**config.mk**
```make
export PLATFORM = sky130hd
export DESIGN_NAME = cnv_cycle_seq
export DESIGN_NICKNAME = d
export VERILOG_FILES = /design/src/rtl/cnv_seq_pkg.sv /design/src/rtl/cnv_acq_len.sv /design/src/rtl/cnv_cycle_timer.sv /design/src/rtl/cnv_power_ctl.sv /design/src/rtl/cnv_cycle_seq.sv
export SDC_FILE = /design/constraint.sdc
export NUM_CORES = 1
export LEC_CHECK = 0
export BUFFER_PORTS_ARGS = -buffer_cell sky130_fd_sc_hd__buf_2
export CAP_MARGIN = 5
export CORE_MARGIN = 2
export CORE_UTILIZATION = 47
export DETAILED_ROUTE_END_ITERATION = 12
export PLACE_DENSITY = 0.73
export SKIP_LAST_GASP = 1
export SYNTH_ARGS = -nofsm -noshare
export SYNTH_HDL_FRONTEND = slang
export SYNTH_SLANG_ARGS = --single-unit
```
**constraint.sdc**
```tcl
create_clock -name clk -period 2.3 [get_ports clk]
set_input_delay 0.115 -clock clk [delete_from_list [all_inputs] [get_ports clk]]
set_output_delay 0.115 -clock clk [all_outputs]
set_load 0.1 [all_outputs]
```
**src/rtl/cnv_seq_pkg.sv**
```systemverilog
package cnv_seq_pkg;

  typedef enum logic [2:0] {
    SQ_IDLE = 3'd0,
    SQ_SYNC = 3'd1,
    SQ_ACQ  = 3'd2,
    SQ_CONV = 3'd3,
    SQ_CAL  = 3'd4,
    SQ_ZERO = 3'd5,
    SQ_PUP  = 3'd6,
    SQ_PDN  = 3'd7
  } sq_state_e;

  // Longest acquisition window for a selector of the given width:
  // code k maps to 2^(k+2) + 2 cycles.
  function automatic int acq_max_len(input int sel_w);
    return (1 << ((1 << sel_w) + 1)) + 2;
  endfunction

  function automatic int max3(input int a, input int b, input int c);
    int m;
    m = (a > b) ? a : b;
    return (m > c) ? m : c;
  endfunction

endpackage

```
**src/rtl/cnv_acq_len.sv**
```systemverilog
module cnv_acq_len #(
  parameter int SEL_W = 2,
  parameter int CNT_W = 6
) (
  input  logic [SEL_W-1:0] sel,
  output logic [CNT_W-1:0] len
);

  localparam int NCODES = 1 << SEL_W;

  logic [CNT_W-1:0] lut [NCODES];

  // Each code doubles the window and adds a fixed two-cycle settling margin.
  for (genvar k = 0; k < NCODES; k++) begin : g_len
    assign lut[k] = CNT_W'((1 << (k + 2)) + 2);
  end

  assign len = lut[sel];

endmodule

```
**src/rtl/cnv_cycle_timer.sv**
```systemverilog
module cnv_cycle_timer #(
  parameter int CNT_W = 6
) (
  input  logic             clk,
  input  logic             rst_n,
  input  logic             load,
  input  logic [CNT_W-1:0] load_val,
  output logic             expired
);

  logic [CNT_W-1:0] cnt;

  // Loading N makes the expiry flag appear in the Nth cycle after the load.
  always_ff @(posedge clk or negedge rst_n) begin
    if (!rst_n) begin
      cnt <= '0;
    end else if (load) begin
      cnt <= load_val - 1'b1;
    end else if (cnt != '0) begin
      cnt <= cnt - 1'b1;
    end
  end

  assign expired = (cnt == '0);

  AST_TMR_NO_WRAP: assert property (@(posedge clk) disable iff (!rst_n)
    (!load && $past(cnt) == '0 && $past(!load)) |-> (cnt == '0));

endmodule

```
**src/rtl/cnv_power_ctl.sv**
```systemverilog
module cnv_power_ctl (
  input  logic clk,
  input  logic rst_n,
  input  logic pd_pin,
  input  logic sw_up,
  input  logic sw_dn,
  output logic pwr_off
);

  logic sw_pd;
  logic sw_pd_nxt;

  // The pin dominates: while it is high the software flag is cleared, so a
  // later fall of the pin restores power. Software commands act only with
  // the pin low; power-down wins over power-up.
  always_comb begin
    if (pd_pin)      sw_pd_nxt = 1'b0;
    else if (sw_dn)  sw_pd_nxt = 1'b1;
    else if (sw_up)  sw_pd_nxt = 1'b0;
    else             sw_pd_nxt = sw_pd;
  end

  always_ff @(posedge clk or negedge rst_n) begin
    if (!rst_n) sw_pd <= 1'b0;
    else        sw_pd <= sw_pd_nxt;
  end

  assign pwr_off = pd_pin | sw_pd_nxt;

  AST_PIN_CLEARS_SW: assert property (@(posedge clk) disable iff (!rst_n)
    pd_pin |=> !sw_pd);

  AST_SW_DN_HOLDS: assert property (@(posedge clk) disable iff (!rst_n)
    (sw_pd && !pd_pin && !sw_up) |-> pwr_off);

endmodule

```
**src/rtl/cnv_cycle_seq.sv**
```systemverilog
module cnv_cycle_seq
  import cnv_seq_pkg::*;
#(
  parameter int ACQ_SEL_W = 2,
  parameter int CONV_CYC  = 20,
  parameter int PWRUP_CYC = 40
) (
  input  logic                 clk,
  input  logic                 rst_n,
  input  logic                 cmd_conv,
  input  logic                 cmd_cal,
  input  logic                 cmd_zero,
  input  logic                 cmd_pwr_up,
  input  logic                 cmd_pwr_dn,
  input  logic [ACQ_SEL_W-1:0] acq_sel,
  input  logic                 cs_fall,
  input  logic                 pd_pin,
  input  logic                 core_done,
  output logic                 eoc,
  output logic                 st_conv,
  output logic                 st_cal,
  output logic                 st_zero,
  output logic                 st_pwrup,
  output logic                 st_pwrdn,
  output logic                 cap_stb,
  output logic                 cap_ok
);

  localparam int MAX_LEN = max3(acq_max_len(ACQ_SEL_W), CONV_CYC, PWRUP_CYC);
  localparam int CNT_W   = $clog2(MAX_LEN + 1);

  sq_state_e        st, st_n;
  logic             pwr_off;
  logic             in_conv;
  logic             tmr_load;
  logic [CNT_W-1:0] tmr_val;
  logic             tmr_done;
  logic [CNT_W-1:0] acq_len;
  logic             cap_n, ok_n;

  cnv_power_ctl u_pwr (
    .clk     (clk),
    .rst_n   (rst_n),
    .pd_pin  (pd_pin),
    .sw_up   (cmd_pwr_up),
    .sw_dn   (cmd_pwr_dn),
    .pwr_off (pwr_off)
  );

  cnv_acq_len #(
    .SEL_W (ACQ_SEL_W),
    .CNT_W (CNT_W)
  ) u_acq (
    .sel (acq_sel),
    .len (acq_len)
  );

  cnv_cycle_timer #(
    .CNT_W (CNT_W)
  ) u_tmr (
    .clk      (clk),
    .rst_n    (rst_n),
    .load     (tmr_load),
    .load_val (tmr_val),
    .expired  (tmr_done)
  );

  assign in_conv = (st == SQ_SYNC) || (st == SQ_ACQ) || (st == SQ_CONV);

  // Priority: power-off, then the power-up launch, then chip-select abort,
  // then the per-state sequencing.
  always_comb begin
    st_n     = st;
    tmr_load = 1'b0;
    tmr_val  = '0;
    cap_n    = 1'b0;
    ok_n     = 1'b0;
    if (pwr_off) begin
      st_n  = SQ_PDN;
      cap_n = in_conv;
    end else if (st == SQ_PDN) begin
      st_n     = SQ_PUP;
      tmr_load = 1'b1;
      tmr_val  = CNT_W'(PWRUP_CYC);
    end else if (in_conv && cs_fall) begin
      st_n  = SQ_IDLE;
      cap_n = 1'b1;
    end else begin
      unique case (st)
        SQ_IDLE: begin
          if (cmd_cal)       st_n = SQ_CAL;
          else if (cmd_zero) st_n = SQ_ZERO;
          else if (cmd_conv) st_n = SQ_SYNC;
        end
        SQ_SYNC: begin
          st_n     = SQ_ACQ;
          tmr_load = 1'b1;
          tmr_val  = acq_len;
        end
        SQ_ACQ: begin
          if (tmr_done) begin
            st_n     = SQ_CONV;
            tmr_load = 1'b1;
            tmr_val  = CNT_W'(CONV_CYC);
          end
        end
        SQ_CONV: begin
          if (tmr_done) begin
            st_n  = SQ_IDLE;
            cap_n = 1'b1;
            ok_n  = 1'b1;
          end
        end
        SQ_CAL, SQ_ZERO: begin
          if (core_done) st_n = SQ_IDLE;
        end
        SQ_PUP: begin
          if (tmr_done) st_n = SQ_IDLE;
        end
        default: st_n = SQ_IDLE;
      endcase
    end
  end

  always_ff @(posedge clk or negedge rst_n) begin
    if (!rst_n) begin
      st      <= SQ_IDLE;
      cap_stb <= 1'b0;
      cap_ok  <= 1'b0;
    end else begin
      st      <= st_n;
      cap_stb <= cap_n;
      cap_ok  <= ok_n;
    end
  end

  assign eoc      = (st == SQ_IDLE);
  assign st_conv  = in_conv;
  assign st_cal   = (st == SQ_CAL);
  assign st_zero  = (st == SQ_ZERO);
  assign st_pwrup = (st == SQ_PUP);
  assign st_pwrdn = (st == SQ_PDN);

  AST_PD_WINS: assert property (@(posedge clk) disable iff (!rst_n)
    pd_pin |=> (st_pwrdn && !eoc));

  AST_SWUP_NO_EFFECT: assert property (@(posedge clk) disable iff (!rst_n)
    (pd_pin && cmd_pwr_up) |=> st_pwrdn);

  AST_SWDN_TAKES: assert property (@(posedge clk) disable iff (!rst_n)
    (cmd_pwr_dn && !pd_pin) |=> st_pwrdn);

  AST_CS_ABORT: assert property (@(posedge clk) disable iff (!rst_n)
    (st_conv && cs_fall && !pd_pin && !cmd_pwr_dn) |=> (eoc && cap_stb && !cap_ok));

  AST_CAP_FROM_CONV: assert property (@(posedge clk) disable iff (!rst_n)
    cap_stb |-> $past(st_conv));

  AST_FLAGS_ONEHOT: assert property (@(posedge clk) disable iff (!rst_n)
    $onehot0({st_conv, st_cal, st_zero, st_pwrup, st_pwrdn}));

  AST_BUSY_EOC_LOW: assert property (@(posedge clk) disable iff (!rst_n)
    (st_conv || st_cal || st_zero || st_pwrup || st_pwrdn) |-> !eoc);

  AST_CAL_NO_CAP: assert property (@(posedge clk) disable iff (!rst_n)
    (st_cal || st_zero) |=> !cap_stb);

endmodule

```
# Word level (Yosys, flattened, before mapping)
# Index checks and enable logic that the tools add are counted.
# classes
addsub	2
mul	0
div_mod_pow	0
order_cmp	1
n_eq_ne	11
shift	0
mux	35
bitwise_logic	2
n_reduce_logical	10
# op_table
op	n
2-to-1 mux 6 bit	7
2-to-1 mux 3 bit	9
case mux 3 bit (5 select lines)	1
2-to-1 mux 1 bit	14
binary-select mux 6 bit (select 2 bit)	1
== test 3 bit (second input constant)	4
case mux 6 bit (2 select lines)	1
subtractor 6 x 1 -> 6 bit (second input constant)	2
!= test 7 x 4 -> 1 bit (second input constant)	1
== test 3 x 2 -> 1 bit (second input constant)	2
zero test 6 bit	1
nonzero test 6 bit	1
2-to-1 mux 5 bit	1
!= test 5 x 1 -> 1 bit (second input constant)	1
!= test 5 x 4 -> 1 bit (second input constant)	1
!= test 5 bit (second input constant)	1
AND reduction 4 bit	1
OR reduction 2 bit	2
== test 3 x 1 -> 1 bit (second input constant)	1
greater-or-equal comparator 3 bit (second input constant)	1
zero test 3 bit	1
NOT 2 -> 3 bit	1
logical OR 1 bit	2
case mux 1 bit (2 select lines)	1
3 further kinds	3
# word_totals
register_bits	12
latch_bits	0
ram_bits	0
mem_bits_ro	0
in_bits	12
output_inout_bits	8
wordCells	66
n_memories	0

# Depth between registers and ports, before layout
# depth
word_depth	10
mapped_depth	9

# Cells and area by module
# Synthesis repeated with hierarchy kept, for this count alone.
# hier_totals
cells_unflattened	122
hier_area_um2	970.9
# modules_own_cells
module	instances	cells_each	area_per_inst_um2
cnv_cycle_seq	1	70	491.7
cnv_cycle_timer	1	39	371.6
cnv_power_ctl	1	5	58.8
cnv_acq_len	1	8	48.8

# Worst setup path after synthesis
# OpenSTA, ideal clock, no wires.
# synth_path
path_kind	reg-to-reg
startpoint	reg st[0]
endpoint	reg st[2]
setup_ns	0.083
arrival_time_ns	3.243
slack_ns	-1.026
stages_incl_launch_ff	6
n_path_buf	2
period_less_slack_ns	3.326
cell_sequence	dfrtp_1 > buf_6 > buf_2 > nor3_1 > o21ai_0 > nand4b_1
# synth_via
elab_cells_between_ends	22
cone_classes	eq/ne: 11; mux: 4; reduce/logical: 7
# synth_lines
item	line_no	source
start: declaration	cnv_cycle_seq.sv:32	sq_state_e st, st_n;
start signal: assignment	cnv_cycle_seq.sv:131	st <= st_n;
zero test 3 bit (*)	--	
net eoc	cnv_cycle_seq.sv:19	output logic eoc,
case mux 3 bit (5 select lines)	cnv_cycle_seq.sv:89	unique case (st)
2-to-1 mux 3 bit	cnv_cycle_seq.sv:85	end else if (in_conv && cs_fall) begin
2-to-1 mux 3 bit	cnv_cycle_seq.sv:81	end else if (st == SQ_PDN) begin
2-to-1 mux 3 bit	cnv_cycle_seq.sv:78	if (pwr_off) begin
# The timed path passes the listed nets; every way through them passes the cells marked *.
# A chain may end at the register's enable or synchronous reset.

# Final worst setup path
# layout_path
startpoint	reg st[0]
endpoint	reg st[0]
# layout_via
elab_chain_len	7
elab_cells_between_ends	22
cone_classes	eq/ne: 11; mux: 4; reduce/logical: 7
# layout_rtl
item
branches (longest 7 deep; another with case mux 3 bit (5 select lines))
# Several ways; the timed one is not identified.

==> key figures <==
Floorplanning
  • Die Ht: between 40 and 50 µm
  • Boundary Pins: 20
  • Std cell rows: 15
  • Core Area: roughly 1800 µm²
  • Die area: about 2300 µm²
  • Initial Utilization: 0.5123
  • Die X: between 40 and 50 µm

Clocking
  • TritonCTS Buffers: 3
  • CTS tree: yes
  • Clk sinks: 12
  • Root Driver: clkbuf_4
  • Clk pin slew, worst setup/hold paths: 0.07 ns
  • Longest Clk Path Bufs: 2
  • H-tree depth: 1
  • Clk_lat worst skew: 0.28 ns
  • Post-CTS Setup Inserts: 0

Synthesis
  • Asr flop ratio synth: 1.000
  • Post-synthesis cell count: 105
  • Share of the synthesized area in the top cell type: 0.3288
  • Leading area contributor after synthesis: dfrtp_1
  • Synthesized area: just over 900 µm²
  • Most instantiated cells after synthesis: dfrtp_1 (12), nor2_1 (11), a21oi_1 (9)
  • Mean post-synth cell area: 8.699 µm²
  • Syn_nets: about 120
  • Synth unique cells: 39
  • Yosys reg bits: 12
  • Yosys synthesis warning count: 0
  • EDFF count, synth: 0
  • Dominant synthesized flop cell: dfrtp_1
  • Seq/Total Area, Yosys: 0.3288
  • Largest cells by area after synthesis: dfrtp_1 (33%), a21oi_1 (4.9%), nor2_1 (4.5%)
  • Most numerous cell in the Yosys netlist: dfrtp_1

Timing
  • Final Skew: 0.01003 ns
  • Final setup viols: 0
  • Final hold violation count: 0
  • Period utilization: 0.9139
  • Slew Viols, Final: 0
  • RSZ-0062 raised after global routing: false
  • Fmax: about 480 MHz
  • WHS: approximately 0.097 ns
  • Rel. slew slack: 0.6777
  • Worst Tran Pin Value: approximately 0.49 ns
  • Fin crit period: 2.102 ns

Placed design
  • Placed instance count: approximately 150
  • DP Area: ~1100 µm²
  • GP Congestion: 0.9714
  • IO buf count: 19
  • DP HPWL: roughly 1700 µm

Worst setup path
  • FF-to-FF End: st[0]
  • Worst Reg-to-Reg Cells: 6
  • Slowest CP cell: or4_4
  • Worst path depth: 6
  • Crit path buffers/inverters: 1
  • Critical-path maximum fanout: 17
  • Crit path from: st[0]
  • Critical Path AT: approximately 2.3 ns
  • Crit-path cells: buf_4 > or4_4 > o221a_4 > a211oi_4 > nor4_1 > a211o_1
  • R2r setup slk: roughly 0.2 ns
  • Crit Path Class: reg -> reg
  • R2r startpoint: st[0]
  • Top Family by Delay on Critical Path: compound AO/OA/AOI/OAI gates
  • Worst Path Required: 2.45 ns
  • Largest stage delay, worst path: about 0.55 ns
  • Startpoint types: register
  • Critical path endpoint category: register

Run status
  • Status: finished clean

Final layout
  • Final cell count without fillers: 158
  • FF+latch area: ~300 µm²
  • Utilization after layout: 0.6323
  • Design area: approximately 1100 µm²
  • # nets final: around 150
  • # diodes: 0
  • Multi-input gate area: 573.1 µm²
  • Fillers: approximately 160
  • Area delta synth->final: 23.42%
  • Layout cells sized above 1: 0.2857

Worst hold path
  • Hold WC Path Type: in -> reg
  • WHS Endpoint: u_pwr.sw_pd
  • Min-delay src: cmd_pwr_dn
  • Hold Crit Depth: 3

Routing
  • Post-route ant nets: 0
  • WL/cell: roughly 14 µm
  • Vias per cell: 5.861
  • Final WL: between 2000 and 2500 µm
  • First-pass DRT Iterations: 4
  • Vias: 926
  • Drt drc: 0
  • Initial DRC count: 27

Global route
  • Largest net degree at the start of global routing: 18
  • Grt ovf: 0
  • Vias in the first global route: between 700 and 800
  • Initial antenna violation count: 0
  • GRT Overall Usage: 0.2269
  • First-pass GRT wire length: roughly 3600 µm

Power and ir drop
  • Max VDD drop: about 0.00038 V
  • Overall Power: between 0.8 and 0.9 mW
  • Leakage: 0.4835 nW
  • PwrDens: just over 700 nW/µm²

Job
  • Max-Cap Viols: 0
## cell usage in the layout, fill, tap and decap left out, drive strengths merged, types with 3 or more instances in the layout
cell type,n
o21ai,5
nor2,11
o211a,3
inv,5
clkbuf,4
nand2,7
nor4,3
buf,26
dfrtp,12
nor3,8
or3,4
a21oi,9
## worst max-delay path by stage
| stage | end | slack, ns |
|---|---|---|
| final | st[0] | 0.20 |
| after global routing | u_tmr.cnt[4] | 0.04 |
| after CTS | u_tmr.cnt[4] | 0.14 |
| after detailed placement | u_tmr.cnt[4] | 0.19 |
| after global placement | st[0] | 0.23 |
| after floorplan | st_cal | -0.54 |
## metal layers
| layer | track usage | part of all wire | vias up |
|---|---|---|---|
| met4 | 0.04865 | 0.0053 | 0 |
| li1 | - | - | 460 |
| met2 | 0.3467 | 0.47 | 23 |
| met3 | 0.06792 | 0.043 | 2 |
| met5 | 0 | 0 | - |
| met1 | 0.3172 | 0.48 | 441 |
## where the power goes
group | switching, mW | internal, mW | leakage, nW
clock network | 0.0715 | 0.0963 | 0.0210
logic | 0.193 | 0.132 | 0.324
registers | 0.0516 | 0.268 | 0.138
total | 0.316 | 0.496 | 0.484
## sequential cells by signal, indices dropped and copies added (netlist names)
register	flops
cap_stb	1
cap_ok	1
u_pwr.sw_pd	1
u_tmr.cnt	6
st	3
## cell type report
type                    count  area share
inverters                   5     0.01665
well taps                  25     0.02775
repair buffers             28      0.1487
flip-flops and latches     12      0.2664
multi-input cells          84      0.5083
clock buffers               4     0.03219
## cell families (layout without fill, tap and decap cells)
group | Yosys count | in the layout | synth area share
compound gates | 32 | 32 | 0.2753
fa+ha+maj | 1 | 1 | 0.01370
buf+inv | 9 | 37 | 0.04931
flops | 12 | 12 | 0.3288
mux | 2 | 2 | 0.02192
simple gates | 49 | 49 | 0.3110
## tightest hold or removal path: cells and delay by family
family | cells | cell delay [ns]
simple gates | 2 | 0.11
buf+inv | 1 | 0.10
## repair_timing
item,CTS,global route
endpoints found under the setup margin,0,1
hold buffers,1,1
hold endpoints to repair,12,1
resized for setup,0,1
## metrics by stage
step,worst slack (ns),TNS [ns]
after floorplan,-0.5392,-1.135
after detailed placement,0.1931,0
after global placement,0.2266,0
final,0.1981,0
after CTS,0.1375,0
after global routing,0.03880,0
Power figures use the tool's default switching activity.
